File: src/rtl/fli_pkg.sv
package fli_pkg;

  // Trigger-level code, fraction of FIFO depth
  typedef enum logic [1:0] {
    TRIG_QTR  = 2'b00,
    TRIG_HALF = 2'b01,
    TRIG_3QTR = 2'b10,
    TRIG_RSV  = 2'b11
  } trig_e;

  // Direction in which a crossing requests service
  typedef enum logic {
    DIR_RISE = 1'b0,
    DIR_FALL = 1'b1
  } dir_e;

  localparam int NUM_CH = 2;

endpackage

File: src/rtl/fli_rst_sync.sv
module fli_rst_sync #(
  parameter int STAGES = 2
) (
  input  logic clk,
  input  logic rst_n,
  output logic rst_n_sync
);

  logic [STAGES-1:0] sync_q;
  logic [STAGES-1:0] sync_d;

  always_comb begin
    sync_d = {sync_q[STAGES-2:0], 1'b1};
  end

  always_ff @(posedge clk or negedge rst_n) begin
    if (!rst_n) begin
      sync_q <= '0;
    end else begin
      sync_q <= sync_d;
    end
  end

  assign rst_n_sync = sync_q[STAGES-1];

endmodule

File: src/rtl/fli_thresh.sv
module fli_thresh
  import fli_pkg::*;
#(
  parameter int DEPTH = 4,
  parameter int CNT_W = $clog2(DEPTH + 1)
) (
  input  trig_e            sel,
  output logic [CNT_W-1:0] level
);

  localparam logic [CNT_W-1:0] LVL_QTR  = CNT_W'(DEPTH / 4);
  localparam logic [CNT_W-1:0] LVL_HALF = CNT_W'(DEPTH / 2);
  localparam logic [CNT_W-1:0] LVL_3QTR = CNT_W'((3 * DEPTH) / 4);

  // code to threshold mapping; reserved code reuses three quarters
  always_comb begin
    unique case (sel)
      TRIG_QTR:  level = LVL_QTR;
      TRIG_HALF: level = LVL_HALF;
      TRIG_3QTR: level = LVL_3QTR;
      default:   level = LVL_3QTR;
    endcase
  end

endmodule

File: src/rtl/fli_step.sv
module fli_step
  import fli_pkg::*;
#(
  parameter int   DEPTH = 4,
  parameter int   CNT_W = $clog2(DEPTH + 1),
  parameter dir_e DIR   = DIR_RISE
) (
  input  logic             clk,
  input  logic             rst_n,
  input  logic [CNT_W-1:0] count,
  input  logic             push,
  input  logic             pop,
  input  logic [CNT_W-1:0] level,
  output logic             cross_evt,
  output logic             back_evt
);

  localparam int          EXT_W = CNT_W + 1;
  localparam logic [CNT_W-1:0] FULL = CNT_W'(DEPTH);

  logic             pop_ok;
  logic             push_ok;
  logic [EXT_W-1:0] cnt_ext;
  logic [EXT_W-1:0] nxt_ext;
  logic [EXT_W-1:0] lvl_ext;

  // Effective step: R11 ignores pop on empty and push on full
  always_comb begin
    pop_ok  = pop && (count != '0);
    push_ok = push && ((count != FULL) || pop_ok);
    cnt_ext = {1'b0, count};
    lvl_ext = {1'b0, level};
    nxt_ext = cnt_ext + EXT_W'(push_ok) - EXT_W'(pop_ok);
  end

  generate
    if (DIR == DIR_RISE) begin : g_rise
      logic at_old;
      logic at_new;
      always_comb begin
        at_old    = cnt_ext >= lvl_ext;
        at_new    = nxt_ext >= lvl_ext;
        cross_evt = !at_old && at_new;
        back_evt  = at_old && !at_new;
      end
    end else begin : g_fall
      logic hi_old;
      logic hi_new;
      always_comb begin
        hi_old    = cnt_ext > lvl_ext;
        hi_new    = nxt_ext > lvl_ext;
        cross_evt = hi_old && !hi_new;
        back_evt  = !hi_old && hi_new;
      end
    end
  endgenerate

  assert_excl_R1: assert property (@(posedge clk) disable iff (!rst_n)
    !(cross_evt && back_evt));

  assert_balance_R8: assert property (@(posedge clk) disable iff (!rst_n)
    (push && pop && (count != '0) && (count != FULL)) |-> (!cross_evt && !back_evt));

  assert_full_R11: assert property (@(posedge clk) disable iff (!rst_n)
    (push && !pop && (count == FULL)) |-> (!cross_evt && !back_evt));

  assert_empty_R11: assert property (@(posedge clk) disable iff (!rst_n)
    (pop && !push && (count == '0)) |-> (!cross_evt && !back_evt));

endmodule

File: src/rtl/fli_flag.sv
module fli_flag (
  input  logic clk,
  input  logic rst_n,
  input  logic set_evt,
  input  logic auto_clr,
  input  logic ack,
  input  logic clr,
  output logic pend
);

  logic clr_any;
  logic pend_en;
  logic pend_nxt;

  // Next state: set has priority over every clear source
  always_comb begin
    clr_any  = auto_clr || ack || clr;
    pend_en  = set_evt || clr_any;
    pend_nxt = set_evt;
  end

  always_ff @(posedge clk or negedge rst_n) begin
    if (!rst_n) begin
      pend <= 1'b0;
    end else if (pend_en) begin
      pend <= pend_nxt;
    end
  end

  assert_set_wins_R7: assert property (@(posedge clk) disable iff (!rst_n)
    set_evt |=> pend);

  assert_ack_clear_R6: assert property (@(posedge clk) disable iff (!rst_n)
    (!set_evt && (ack || clr)) |=> !pend);

  // automatic clear on crossing back
  assert_auto_clear_R3: assert property (@(posedge clk) disable iff (!rst_n)
    (!set_evt && auto_clr) |=> !pend);

  assert_hold_R2: assert property (@(posedge clk) disable iff (!rst_n)
    (!set_evt && !auto_clr && !ack && !clr) |=> $stable(pend));

endmodule

File: src/rtl/fifo_lvl_irq.sv
module fifo_lvl_irq
  import fli_pkg::*;
#(
  parameter int DEPTH = 4,
  parameter int CNT_W = $clog2(DEPTH + 1)
) (
  input  logic             clk,
  input  logic             rst_n,
  input  logic [CNT_W-1:0] rx_count,
  input  logic             rx_push,
  input  logic             rx_pop,
  input  logic [1:0]       rx_trig_sel,
  input  logic             rx_idx_ack,
  input  logic             rx_clr,
  input  logic [CNT_W-1:0] tx_count,
  input  logic             tx_push,
  input  logic             tx_pop,
  input  logic [1:0]       tx_trig_sel,
  input  logic             tx_idx_ack,
  input  logic             tx_clr,
  output logic             rx_irq,
  output logic             tx_irq
);

  localparam int CH_RX = 0;
  localparam int CH_TX = 1;

  logic             rst_n_sync;
  logic [CNT_W-1:0] cnt_a   [NUM_CH];
  logic             push_a  [NUM_CH];
  logic             pop_a   [NUM_CH];
  trig_e            sel_a   [NUM_CH];
  logic             ack_a   [NUM_CH];
  logic             clr_a   [NUM_CH];
  logic [CNT_W-1:0] level_a [NUM_CH];
  logic             cross_a [NUM_CH];
  logic             back_a  [NUM_CH];
  logic             pend_a  [NUM_CH];

  fli_rst_sync #(.STAGES(2)) u_rst_sync (
    .clk        (clk),
    .rst_n      (rst_n),
    .rst_n_sync (rst_n_sync)
  );

  always_comb begin
    cnt_a[CH_RX]  = rx_count;
    push_a[CH_RX] = rx_push;
    pop_a[CH_RX]  = rx_pop;
    sel_a[CH_RX]  = trig_e'(rx_trig_sel);
    ack_a[CH_RX]  = rx_idx_ack;
    clr_a[CH_RX]  = rx_clr;
    cnt_a[CH_TX]  = tx_count;
    push_a[CH_TX] = tx_push;
    pop_a[CH_TX]  = tx_pop;
    sel_a[CH_TX]  = trig_e'(tx_trig_sel);
    ack_a[CH_TX]  = tx_idx_ack;
    clr_a[CH_TX]  = tx_clr;
  end

  generate
    for (genvar ch = 0; ch < NUM_CH; ch++) begin : g_ch
      localparam dir_e CH_DIR = (ch == CH_RX) ? DIR_RISE : DIR_FALL;

      fli_thresh #(.DEPTH(DEPTH), .CNT_W(CNT_W)) u_thresh (
        .sel   (sel_a[ch]),
        .level (level_a[ch])
      );

      fli_step #(.DEPTH(DEPTH), .CNT_W(CNT_W), .DIR(CH_DIR)) u_step (
        .clk       (clk),
        .rst_n     (rst_n_sync),
        .count     (cnt_a[ch]),
        .push      (push_a[ch]),
        .pop       (pop_a[ch]),
        .level     (level_a[ch]),
        .cross_evt (cross_a[ch]),
        .back_evt  (back_a[ch])
      );

      fli_flag u_flag (
        .clk      (clk),
        .rst_n    (rst_n_sync),
        .set_evt  (cross_a[ch]),
        .auto_clr (back_a[ch]),
        .ack      (ack_a[ch]),
        .clr      (clr_a[ch]),
        .pend     (pend_a[ch])
      );

      assert_trig_quiet_R10: assert property (@(posedge clk) disable iff (!rst_n_sync)
        (!$stable(sel_a[ch]) && !push_a[ch] && !pop_a[ch] && !ack_a[ch] && !clr_a[ch])
        |=> $stable(pend_a[ch]));
    end
  endgenerate

  assign rx_irq = pend_a[CH_RX];
  assign tx_irq = pend_a[CH_TX];

  assert_rx_set_R1: assert property (@(posedge clk) disable iff (!rst_n_sync)
    (!rx_irq && $past(cross_a[CH_RX])) |-> 1'b0);

  assert_tx_set_R4: assert property (@(posedge clk) disable iff (!rst_n_sync)
    (!tx_irq && $past(cross_a[CH_TX])) |-> 1'b0);

endmodule

File: config.mk
export PLATFORM = sky130hd
export DESIGN_NAME = fifo_lvl_irq
export DESIGN_NICKNAME = d
export VERILOG_FILES = /design/src/rtl/fli_pkg.sv /design/src/rtl/fli_rst_sync.sv /design/src/rtl/fli_thresh.sv /design/src/rtl/fli_step.sv /design/src/rtl/fli_flag.sv /design/src/rtl/fifo_lvl_irq.sv
export SDC_FILE = /design/constraint.sdc
export NUM_CORES = 1
export LEC_CHECK = 0
export BUFFER_PORTS_ARGS = -buffer_cell sky130_fd_sc_hd__buf_2
export CAP_MARGIN = 25
export CORE_MARGIN = 2
export CORE_UTILIZATION = 40
export CTS_CLUSTER_DIAMETER = 150
export DETAILED_ROUTE_END_ITERATION = 12
export PLACE_DENSITY = 0.68
export SYNTH_ARGS = -nofsm -noshare
export SYNTH_HDL_FRONTEND = slang
export SYNTH_SLANG_ARGS = --single-unit
File: constraint.sdc
create_clock -name clk -period 0.8 [get_ports clk]
set_input_delay 0.08 -clock clk [delete_from_list [all_inputs] [get_ports clk]]
set_output_delay 0.08 -clock clk [all_outputs]
set_load 0.02 [all_outputs]
==> flow_summary_export.csv, run 1 <==
group,metric,value,unit
route,drt_iter0_markers,14,
pwr,ir_worst_vdd,1.01,mV
pwr,cellPowerDensity,1110,mW/mm^2
critical_path,r2r_cells,4,
pwr,leakagePower,0.553,nW
critical_path,rr_endpoint,"g_ch[0].u_flag.pend$_DFFE_PN0P_",
critical_path,crit_fanout,3,
floorplanning,dieArea,0.00196,sq mm
synthesis,synth_top_family_by_area,"adder cells",
grt,grt_max_degree,5,
timing,hold_slack,25.3,ps
final_layout,nets,165,
grt,busiest_layer,"met2",
floorplanning,die_y,44.3,microns
synthesis,yosys_warnings,0,
critical_path,cp-end-kind,"flop",
floorplanning,pin_count,22,
timing,setup_viol,4,
timing,min_period_over_period,267,%
synthesis,netlist_top_cells_area,"ha_1 (27%), dfrtp_1 (15%), inv_1 (6.9%)",
route,vias,734,
synthesis,synth_top_cell_area_share,27.0,%
final_layout,area_growth,56.5,%
grt,antenna_found_initial,0,
placed_design,numPortBuffers,21,
synthesis,syn_area_per_cell,8.22,sq um
grt,grt_use_met3,4.90,%
route,finalWirelength,1.59,mm
route,ant_nets,0,
cts,cts-root-buf,"clkbuf_4",
grt,first_global_vias,707,
job,maxCapViolations,0,
synthesis,synth_nets,115,
floorplanning,row_count,14,
synthesis,synth_xor_area_share,5.39,%
route,vias_per_cell,5.13,
placed_design,dpl.hpwl,1.29,mm
synthesis,ys.flop_type,"dfrtp_1",
final_layout,diodes,0,
grt,grtUsageMet2,33.2,%
floorplanning,die_w,44.3,microns
pwr,fin_total_pwr,1.13,mW
synthesis,synth.distinct_cells,25,
synthesis,synth-edff-count,0,
final_layout,final_layout_size_suffix_gt1_share,41.7,%
grt,met1_usage,22.0,%
final_layout,n_fill_cell,148,
status,outcome,"finished, violations left",
timing,rsz0062_at_grt,"yes",
timing,fmax,0.468,GHz
synthesis,syn_inst,79,
synthesis,synth_seq_cells,4,
critical_path,reg2reg_from,"g_ch[0].u_flag.pend$_DFFE_PN0P_",
timing,fin_ws,-1340,ps
critical_path,start_kind,"primary input",
synthesis,yosys.area_share.adder,33.1,%
status,violations,"setup timing",
cts,h-tree-depth,1,
floorplanning,start_util,43.1,%
timing,min_period,2140,ps
grt,grt_use_total,18.5,%
grt,grt-ovfl-total,0,
timing,hold_viol_final,0,
synthesis,async_reset_ff_share,100,%
final_layout,final_util,67.4,%
cts,cts_made_buffers,3,
cts,cts_buffer_depth,2,
cts,clock-sinks,4,
synthesis,yosysSeqAreaShare,15.4,%
timing,finalMaxSlewViolations,0,
timing,fin_skew,6.59,ps
floorplanning,fp.coreArea,0.00151,sq mm
critical_path,cp-startpoint,"rx_count[1]",
cts,clk_latency,240,ps
synthesis,yosysTopAreaCell,"ha_1",
critical_path,cp.arrival,2250,ps
critical_path,required,910,ps
synthesis,muxShareOfSynthArea,0,%
route,dr.pass1.iters,4,
route,drc,0,
critical_path,r2r_slack,-280,ps
synthesis,netlist_area,649,sq um
min_path,hold_class,"reg2async",
cts,cts_tree,"built",
grt,grt_pass1_wl,2.73,mm
critical_path,crit_end,"g_ch[0].u_flag.pend$_DFFE_PN0P_",
cts,clkTransAtPathRegs,40,ps
synthesis,synth_compound_area_share,22.5,%
critical_path,crit_type,"in2reg",
placed_design,place_congestion,0.745,
synthesis,synthSimpleGateAreaFrac,16.0,%
route,wl_per_cell,11.1,microns
## cell usage after synthesis (2+ instances only)
| cell type | instances |
|---|---|
| a211oi_1 | 2 |
| a21o_1 | 2 |
| a21oi_1 | 6 |
| a31oi_1 | 2 |
| dfrtp_1 | 4 |
| fa_1 | 2 |
| ha_1 | 14 |
| inv_1 | 12 |
| nand2_1 | 6 |
| nand2b_1 | 3 |
| nand3_1 | 2 |
| nor2_1 | 5 |
| o211ai_1 | 2 |
| o21ai_0 | 2 |
| o21ai_1 | 2 |
| o311ai_0 | 2 |
| xnor2_1 | 3 |
## routing by layer
layer  vias up  share of wire (%)  wire, microns
met5         -                  0              0
li1        375                  -              -
met4         0                1.1             17
met3         4                5.3             84
met2        32                 51            820
met1       323                 42            670
## stage by stage
stage | setup TNS, ps | cell area, sq um | cells | setup slack [ps]
after floorplan | -2430 | 652 | 79 | -1270
after global placement | -2850 | 935 | 137 | -1450
after detailed placement | -2950 | 935 | 137 | -1520
after CTS | -2520 | 1000 | 142 | -1240
after global routing | -2990 | 1020 | 143 | -1440
final | -2660 | 1020 | 143 | -1340
## cell usage in the layout, fill, tap and decap left out, drive strengths merged
master	instances
dlygate4sd3	1
or3	1
xor2	1
nand2	6
a21oi	6
dfrtp	4
a31oi	2
nor3b	1
ha	14
clkbuf	3
xnor2	3
inv	12
o21ai	4
a21o	2
buf	44
a211o	1
o211ai	2
nor2	5
o311ai	2
fa	2
nor2b	1
nand3	2
nand2b	4
a211oi	3
conb	1
## sequential cells by signal, indices dropped and copies added (netlist names)
signal	cells
u_rst_sync.sync_q	2
g_ch.u_flag.pend	2
## how the worst min path moves through the flow
stage,startpoint,to,slack [ps]
floorplan,rst_n,u_rst_sync.sync_q[0]$_DFF_PN0_,-220
global placement,rst_n,u_rst_sync.sync_q[0]$_DFF_PN0_,-130
detailed placement,rst_n,u_rst_sync.sync_q[0]$_DFF_PN0_,-130
CTS,u_rst_sync.sync_q[1]$_DFF_PN0_,g_ch[1].u_flag.pend$_DFFE_PN0P_,30
global route,u_rst_sync.sync_q[1]$_DFF_PN0_,g_ch[1].u_flag.pend$_DFFE_PN0P_,40
finish,u_rst_sync.sync_q[1]$_DFF_PN0_,g_ch[1].u_flag.pend$_DFFE_PN0P_,30
## what timing repair did
| action | CTS | global route |
|---|---|---|
| cloned | 0 | 0 |
| pin swaps | 5 | 4 |
| setup endpoints to repair | 4 | 4 |
| hold buffers | 1 | 0 |
| setup buffers | 1 | 1 |
| hold endpoints to repair | 2 | 0 |
| resized for setup | 6 | 4 |
## cell type report
cell class / count / area, sq um / share of cell area [%]
Tap cell: 16 / 20.0 / 1.97
Clock buffer: 3 / 22.5 / 2.22
Timing Repair Buffer: 45 / 313 / 30.8
Multi-Input combinational cell: 63 / 515 / 50.7
Inverter: 12 / 45.0 / 4.43
Sequential cell: 4 / 100 / 9.85
## report_power, final
| group | leakage [nW] | total (mW) | switching (mW) | internal (mW) |
|---|---|---|---|---|
| sequential | 0.0495 | 0.239 | 0.0138 | 0.225 |
| clock | 0.0138 | 0.250 | 0.0820 | 0.168 |
| combinational | 0.490 | 0.640 | 0.290 | 0.350 |
## logic make-up after synthesis
kind of cell | after synthesis
AND/OR/NAND/NOR | 20
buffers and inverters | 12
other | 1
XOR/XNOR | 4
adder cells (fa/ha/maj) | 16
flip-flops | 4
AO/OA/AOI/OAI | 22
## critical path, cell delays in order
cell,delay (ps)
buf_2,110
o211ai_1,170
o21ai_1,100
a31oi_1,210
ha_2,230
fa_1,410
ha_1,300
a211oi_2,260
buf_4,150
inv_1,30
o21ai_1,100
a211oi_1,80
(Power assumes the default switching activity.)
==> run 2, diff against run 1 <==
--- a/config.mk
+++ b/config.mk
@@ -11,7 +11,9 @@
 export CORE_UTILIZATION = 40
 export CTS_CLUSTER_DIAMETER = 150
 export DETAILED_ROUTE_END_ITERATION = 12
+export HOLD_SLACK_MARGIN = 0.03
 export PLACE_DENSITY = 0.68
+export REMOVE_ABC_BUFFERS = 1
 export SYNTH_ARGS = -nofsm -noshare
 export SYNTH_HDL_FRONTEND = slang
 export SYNTH_SLANG_ARGS = --single-unit
==> flow_summary_export.csv, run 2 (synthesized netlist as in run 1, its figures left out) <==
group,metric,value,unit
route,finalWirelength,1.62,mm
cts,cts_tree,"built",
grt,grt_use_total,18.9,%
floorplanning,pin_count,22,
final_layout,final_layout_size_suffix_gt1_share,41.6,%
final_layout,n_fill_cell,146,
min_path,worstHoldStart,"rx_count[2]",
timing,fin_ws,-1240,ps
floorplanning,start_util,43.1,%
timing,min_period_over_period,255,%
floorplanning,row_count,14,
floorplanning,fp.coreArea,0.00151,sq mm
final_layout,layout_common_cells,"buf_4 (20), buf_2 (18), inv_1 (12), ha_1 (11), nand2_1 (6)",
min_path,min_to,"g_ch[0].u_flag.pend$_DFFE_PN0P_",
pwr,ir_worst_vdd,0.891,mV
critical_path,rr_endpoint,"g_ch[0].u_flag.pend$_DFFE_PN0P_",
cts,clock-sinks,4,
critical_path,cp.arrival,2160,ps
final_layout,area_growth,57.4,%
grt,grt_pass1_wl,2.77,mm
grt,grt-ovfl-total,0,
pwr,leakagePower,0.541,nW
cts,cts_made_buffers,3,
grt,grt_max_degree,5,
final_layout,final_common_cell,"buf_4",
status,violations,"setup timing",
cts,clk_latency,240,ps
route,vias,724,
critical_path,crit_type,"in2reg",
timing,rsz0062_at_grt,"yes",
placed_design,placed_area,910,sq um
timing,fin_skew,8.23,ps
critical_path,reg2reg_from,"g_ch[0].u_flag.pend$_DFFE_PN0P_",
min_path,hold_class,"in2reg",
grt,antenna_found_initial,0,
route,wl_per_cell,11.5,microns
grt,first_global_vias,739,
final_layout,nets,163,
placed_design,dpl.hpwl,1.32,mm
timing,hold_viol_final,0,
timing,finalMaxSlewViolations,0,
job,maxCapViolations,0,
timing,setup_viol,4,
route,ant_nets,0,
placed_design,numPortBuffers,21,
pwr,cellPowerDensity,1130,mW/mm^2
critical_path,cp-end-kind,"flop",
final_layout,stdcell_area,0.00102,sq mm
route,drt_iter0_markers,7,
cts,clkTransAtPathRegs,40,ps
placed_design,place_congestion,0.786,
route,dr.pass1.iters,4,
min_path,worst_hold_path.num_cells,3,
critical_path,crit_fanout,3,
critical_path,r2r_cells,3,
route,drc,0,
cts,cts_buffer_depth,2,
final_layout,top_regs,"g_ch.u_flag.pend: 2 flops, u_rst_sync.sync_q: 2 flops",
cts,cts-root-buf,"clkbuf_4",
critical_path,start_kind,"primary input",
timing,min_period,2040,ps
floorplanning,dieArea,0.00196,sq mm
floorplanning,die_w,44.3,microns
critical_path,cp-startpoint,"tx_count[0]",
final_layout,diodes,0,
route,vias_per_cell,5.13,
critical_path,required,920,ps
floorplanning,die_y,44.3,microns
critical_path,r2r_slack,-450,ps
timing,fmax,0.490,GHz
cts,h-tree-depth,1,
status,outcome,"finished, violations left",
pwr,fin_total_pwr,1.15,mW
run 2: cell types whose count changed in the layout (fill, tap and decap cells not counted), sizes merged:
cell	previous run	this run
buf	44	41
dlygate4sd3	1	2
run 2: layer usage:
metal  vias up  part of all wire, %  track usage (%)
met5         -                    0                0
li1        368                    -                -
met2        20                   52             36.2
met4         0                  1.5             3.64
met3         4                  5.9             5.31
met1       332                   40             20.5
run 2: cell type report:
| class | count | area [sq um] | area share, % |
|---|---|---|---|
| clock buffers | 3 | 22.5 | 2.20 |
| flip-flops and latches | 4 | 100 | 9.79 |
| inverters | 12 | 45.0 | 4.41 |
| well taps | 16 | 20.0 | 1.96 |
| repair buffers | 43 | 294 | 28.8 |
| multi-input cells | 63 | 541 | 52.9 |
run 2: repair_timing:
item                                   CTS  global route
resized for setup                        9             4
pin swaps                               11             6
endpoints found under the hold margin    4             0
hold buffers                             2             0
setup endpoints to repair                4             4
setup buffers                            1             1
run 2: how the worst max path moves through the flow:
stage / endpoint / depth (start not counted)
after floorplan: g_ch[1].u_flag.pend$_DFFE_PN0P_ / 8
after global placement: g_ch[1].u_flag.pend$_DFFE_PN0P_ / 12
after detailed placement: g_ch[1].u_flag.pend$_DFFE_PN0P_ / 12
after CTS: g_ch[1].u_flag.pend$_DFFE_PN0P_ / 12
after global routing: g_ch[1].u_flag.pend$_DFFE_PN0P_ / 12
final: g_ch[1].u_flag.pend$_DFFE_PN0P_ / 12
run 2: where the power goes:
group / leakage (nW) / internal [mW] / switching [mW]
Sequential: 0.0495 / 0.224 / 0.0126
Clock: 0.0138 / 0.168 / 0.0905
Combinational: 0.477 / 0.350 / 0.307
run 2: critical path, cell delays in order:
cell and delay [ps]:
buf_6 90, o211ai_1 150, o21ai_1 80, a31oi_1 160, ha_2 220, fa_1 410
ha_1 300, nor2b_2 130, o21ai_1 70, nand2_1 80, nor2_1 40, or3_1 340
run 2: through the flow:
step	util, %	setup WS [ps]	setup TNS (ps)	hold WS (ps)	instances
finish	67.9	-1240	-2480	152	141
global route	67.9	-1360	-2850	153	141
CTS	65.5	-1280	-2590	148	140
detailed placement	60.4	-1560	-3010	-132	134
global placement	60.4	-1490	-2890	-134	134
floorplan	-	-1340	-2560	-216	79
==> run 3, diff against run 2 <==
==> constraint.sdc (replaced) <==
create_clock -name clk -period 0.8 [get_ports clk]
set_input_delay 0 -clock clk [delete_from_list [all_inputs] [get_ports clk]]
set_output_delay 0 -clock clk [all_outputs]
set_load 0.02 [all_outputs]
==> flow_summary_export.csv, run 3 (synthesized netlist as in run 1, its figures left out) <==
group,metric,value,unit
cts,clkTransAtPathRegs,40,ps
floorplanning,start_util,43.1,%
critical_path,cp.arrival,2130,ps
timing,min_period_over_period,252,%
timing,min_period,2020,ps
route,finalWirelength,1.56,mm
final_layout,area_growth,55.9,%
final_layout,diodes,0,
grt,grt_max_degree,5,
status,violations,"setup timing",
critical_path,reg2reg_from,"g_ch[0].u_flag.pend$_DFFE_PN0P_",
critical_path,crit_type,"in2reg",
critical_path,cp-end-kind,"flop",
pwr,clkPwrFrac,23.2,%
critical_path,r2r_cells,3,
status,outcome,"finished, violations left",
final_layout,final_layout_size_suffix_gt1_share,40.5,%
grt,grt_use_total,18.1,%
timing,setup_viol,2,
final_layout,nets,164,
timing,fin_skew,10.7,ps
final_layout,top_regs,"g_ch.u_flag.pend: 2 flops, u_rst_sync.sync_q: 2 flops",
floorplanning,row_count,14,
floorplanning,die_w,44.3,microns
critical_path,rr_endpoint,"g_ch[0].u_flag.pend$_DFFE_PN0P_",
grt,grt-ovfl-total,0,
cts,clock-sinks,4,
cts,clk_latency,240,ps
floorplanning,pin_count,22,
timing,fmax,0.496,GHz
pwr,comb_power_share,56.0,%
cts,cts_tree,"built",
pwr,ir_worst_vdd,1.23,mV
timing,hold_viol_final,0,
floorplanning,die_y,44.3,microns
route,wl_per_cell,11.0,microns
grt,grt_pass1_wl,2.65,mm
critical_path,start_kind,"primary input",
route,vias,729,
final_layout,n_fill_cell,137,
timing,setup_tns,-2380,ps
final_layout,stdcell_area,0.00101,sq mm
pwr,cellPowerDensity,1110,mW/mm^2
timing,finalMaxSlewViolations,0,
critical_path,crit_fanout,3,
timing,fin_ws,-1220,ps
placed_design,placed_area,910,sq um
final_layout,final_common_cell,"buf_4",
placed_design,numPortBuffers,21,
placed_design,place_congestion,0.786,
timing,rsz0062_at_grt,"yes",
pwr,leakagePower,0.547,nW
placed_design,dpl.hpwl,1.31,mm
cts,h-tree-depth,1,
final_layout,layout_common_cells,"buf_4 (21), buf_2 (19), inv_1 (12), ha_1 (11)",
cts,cts_made_buffers,3,
pwr,switchingPower,392,uW
min_path,hold_class,"in2async",
floorplanning,fp.coreArea,0.00151,sq mm
route,ant_nets,0,
pwr,p_seq_share,20.8,%
timing,hold_slack,75.6,ps
pwr,p_sw_share,34.9,%
job,maxCapViolations,0,
floorplanning,dieArea,0.00196,sq mm
route,drc,0,
critical_path,required,920,ps
grt,antenna_found_initial,0,
cts,cts_buffer_depth,2,
route,dr.pass1.iters,4,
pwr,p_int,731,uW
grt,first_global_vias,704,
route,drt_iter0_markers,5,
cts,cts-root-buf,"clkbuf_4",
route,vias_per_cell,5.13,
critical_path,r2r_slack,-370,ps
## run 3: cell count changes in the layout (fill, tap and decap cells not counted)
cell	change
buf_4	+1
nand3_1	+1
nor2b_2	-1
nor2b_4	+1
a21oi_1	+1
a211oi_2	+1
nand3_2	-1
a211oi_4	-1
buf_6	-1
buf_2	+1
a21oi_2	-1
## run 3: power groups by stage
stage	clock, mW	sequential [mW]	combinational, mW
floorplan	0	0.257	0.311
global placement	0	0.237	0.526
detailed placement	0	0.238	0.555
CTS	0.273	0.234	0.581
global route	0.297	0.236	0.702
finish	0.261	0.233	0.629
## run 3: cell type report
| type | instances | area, sq um | share of cell area [%] |
|---|---|---|---|
| multi-input combinational | 63 | 529 | 52.3 |
| sequential | 4 | 100 | 9.89 |
| timing repair buffer | 44 | 295 | 29.2 |
| inverter | 12 | 45.0 | 4.45 |
| clock buffer | 3 | 22.5 | 2.22 |
| tap | 16 | 20.0 | 1.98 |
## run 3: repair_timing
item	CTS	global route
setup buffers	1	2
hold buffers	2	0
hold endpoints to repair	4	0
endpoints found under the setup margin	2	4
pin swaps	7	7
gates resized for setup	4	5
## run 3: metal layers
metal  global-route usage (%)  vias up  share of wire, %
li1                         -      371                 -
met1                     19.7      337                41
met2                     35.6       19                53
met3                     4.90        2               4.7
met4                     1.82        0              0.90
met5                        0        -                 0
## run 3: worst max-delay path by stage
stage | start | slack [ps] | end
6_report | tx_count[1] | -1220 | g_ch[1].u_flag.pend$_DFFE_PN0P_
5_1_grt | tx_count[1] | -1340 | g_ch[1].u_flag.pend$_DFFE_PN0P_
4_1_cts | tx_count[1] | -1190 | g_ch[1].u_flag.pend$_DFFE_PN0P_
3_5_place_dp | tx_count[0] | -1480 | g_ch[1].u_flag.pend$_DFFE_PN0P_
3_3_place_gp | tx_count[0] | -1410 | g_ch[1].u_flag.pend$_DFFE_PN0P_
2_1_floorplan | tx_count[2] | -1260 | g_ch[1].u_flag.pend$_DFFE_PN0P_
## run 3: stage by stage
| step | power, mW | worst slack (ps) | utilization [%] | cells |
|---|---|---|---|---|
| finish | 1.12 | -1220 | 67.2 | 142 |
| global route | 1.24 | -1340 | 67.2 | 142 |
| CTS | 1.09 | -1190 | 64.7 | 140 |
| detailed placement | 0.794 | -1480 | 60.4 | 134 |
| global placement | 0.763 | -1410 | 60.4 | 134 |
| floorplan | 0.567 | -1260 | - | 79 |
## run 3: worst max-delay path: stages
cell and delay (ps):
buf_6 90, o211ai_1 150, o21ai_1 80, a31oi_1 180, ha_2 240, fa_1 450
ha_4 290, nor2b_4 120, o21ai_1 70, nand2_1 70, nor2_1 40, or3_1 340
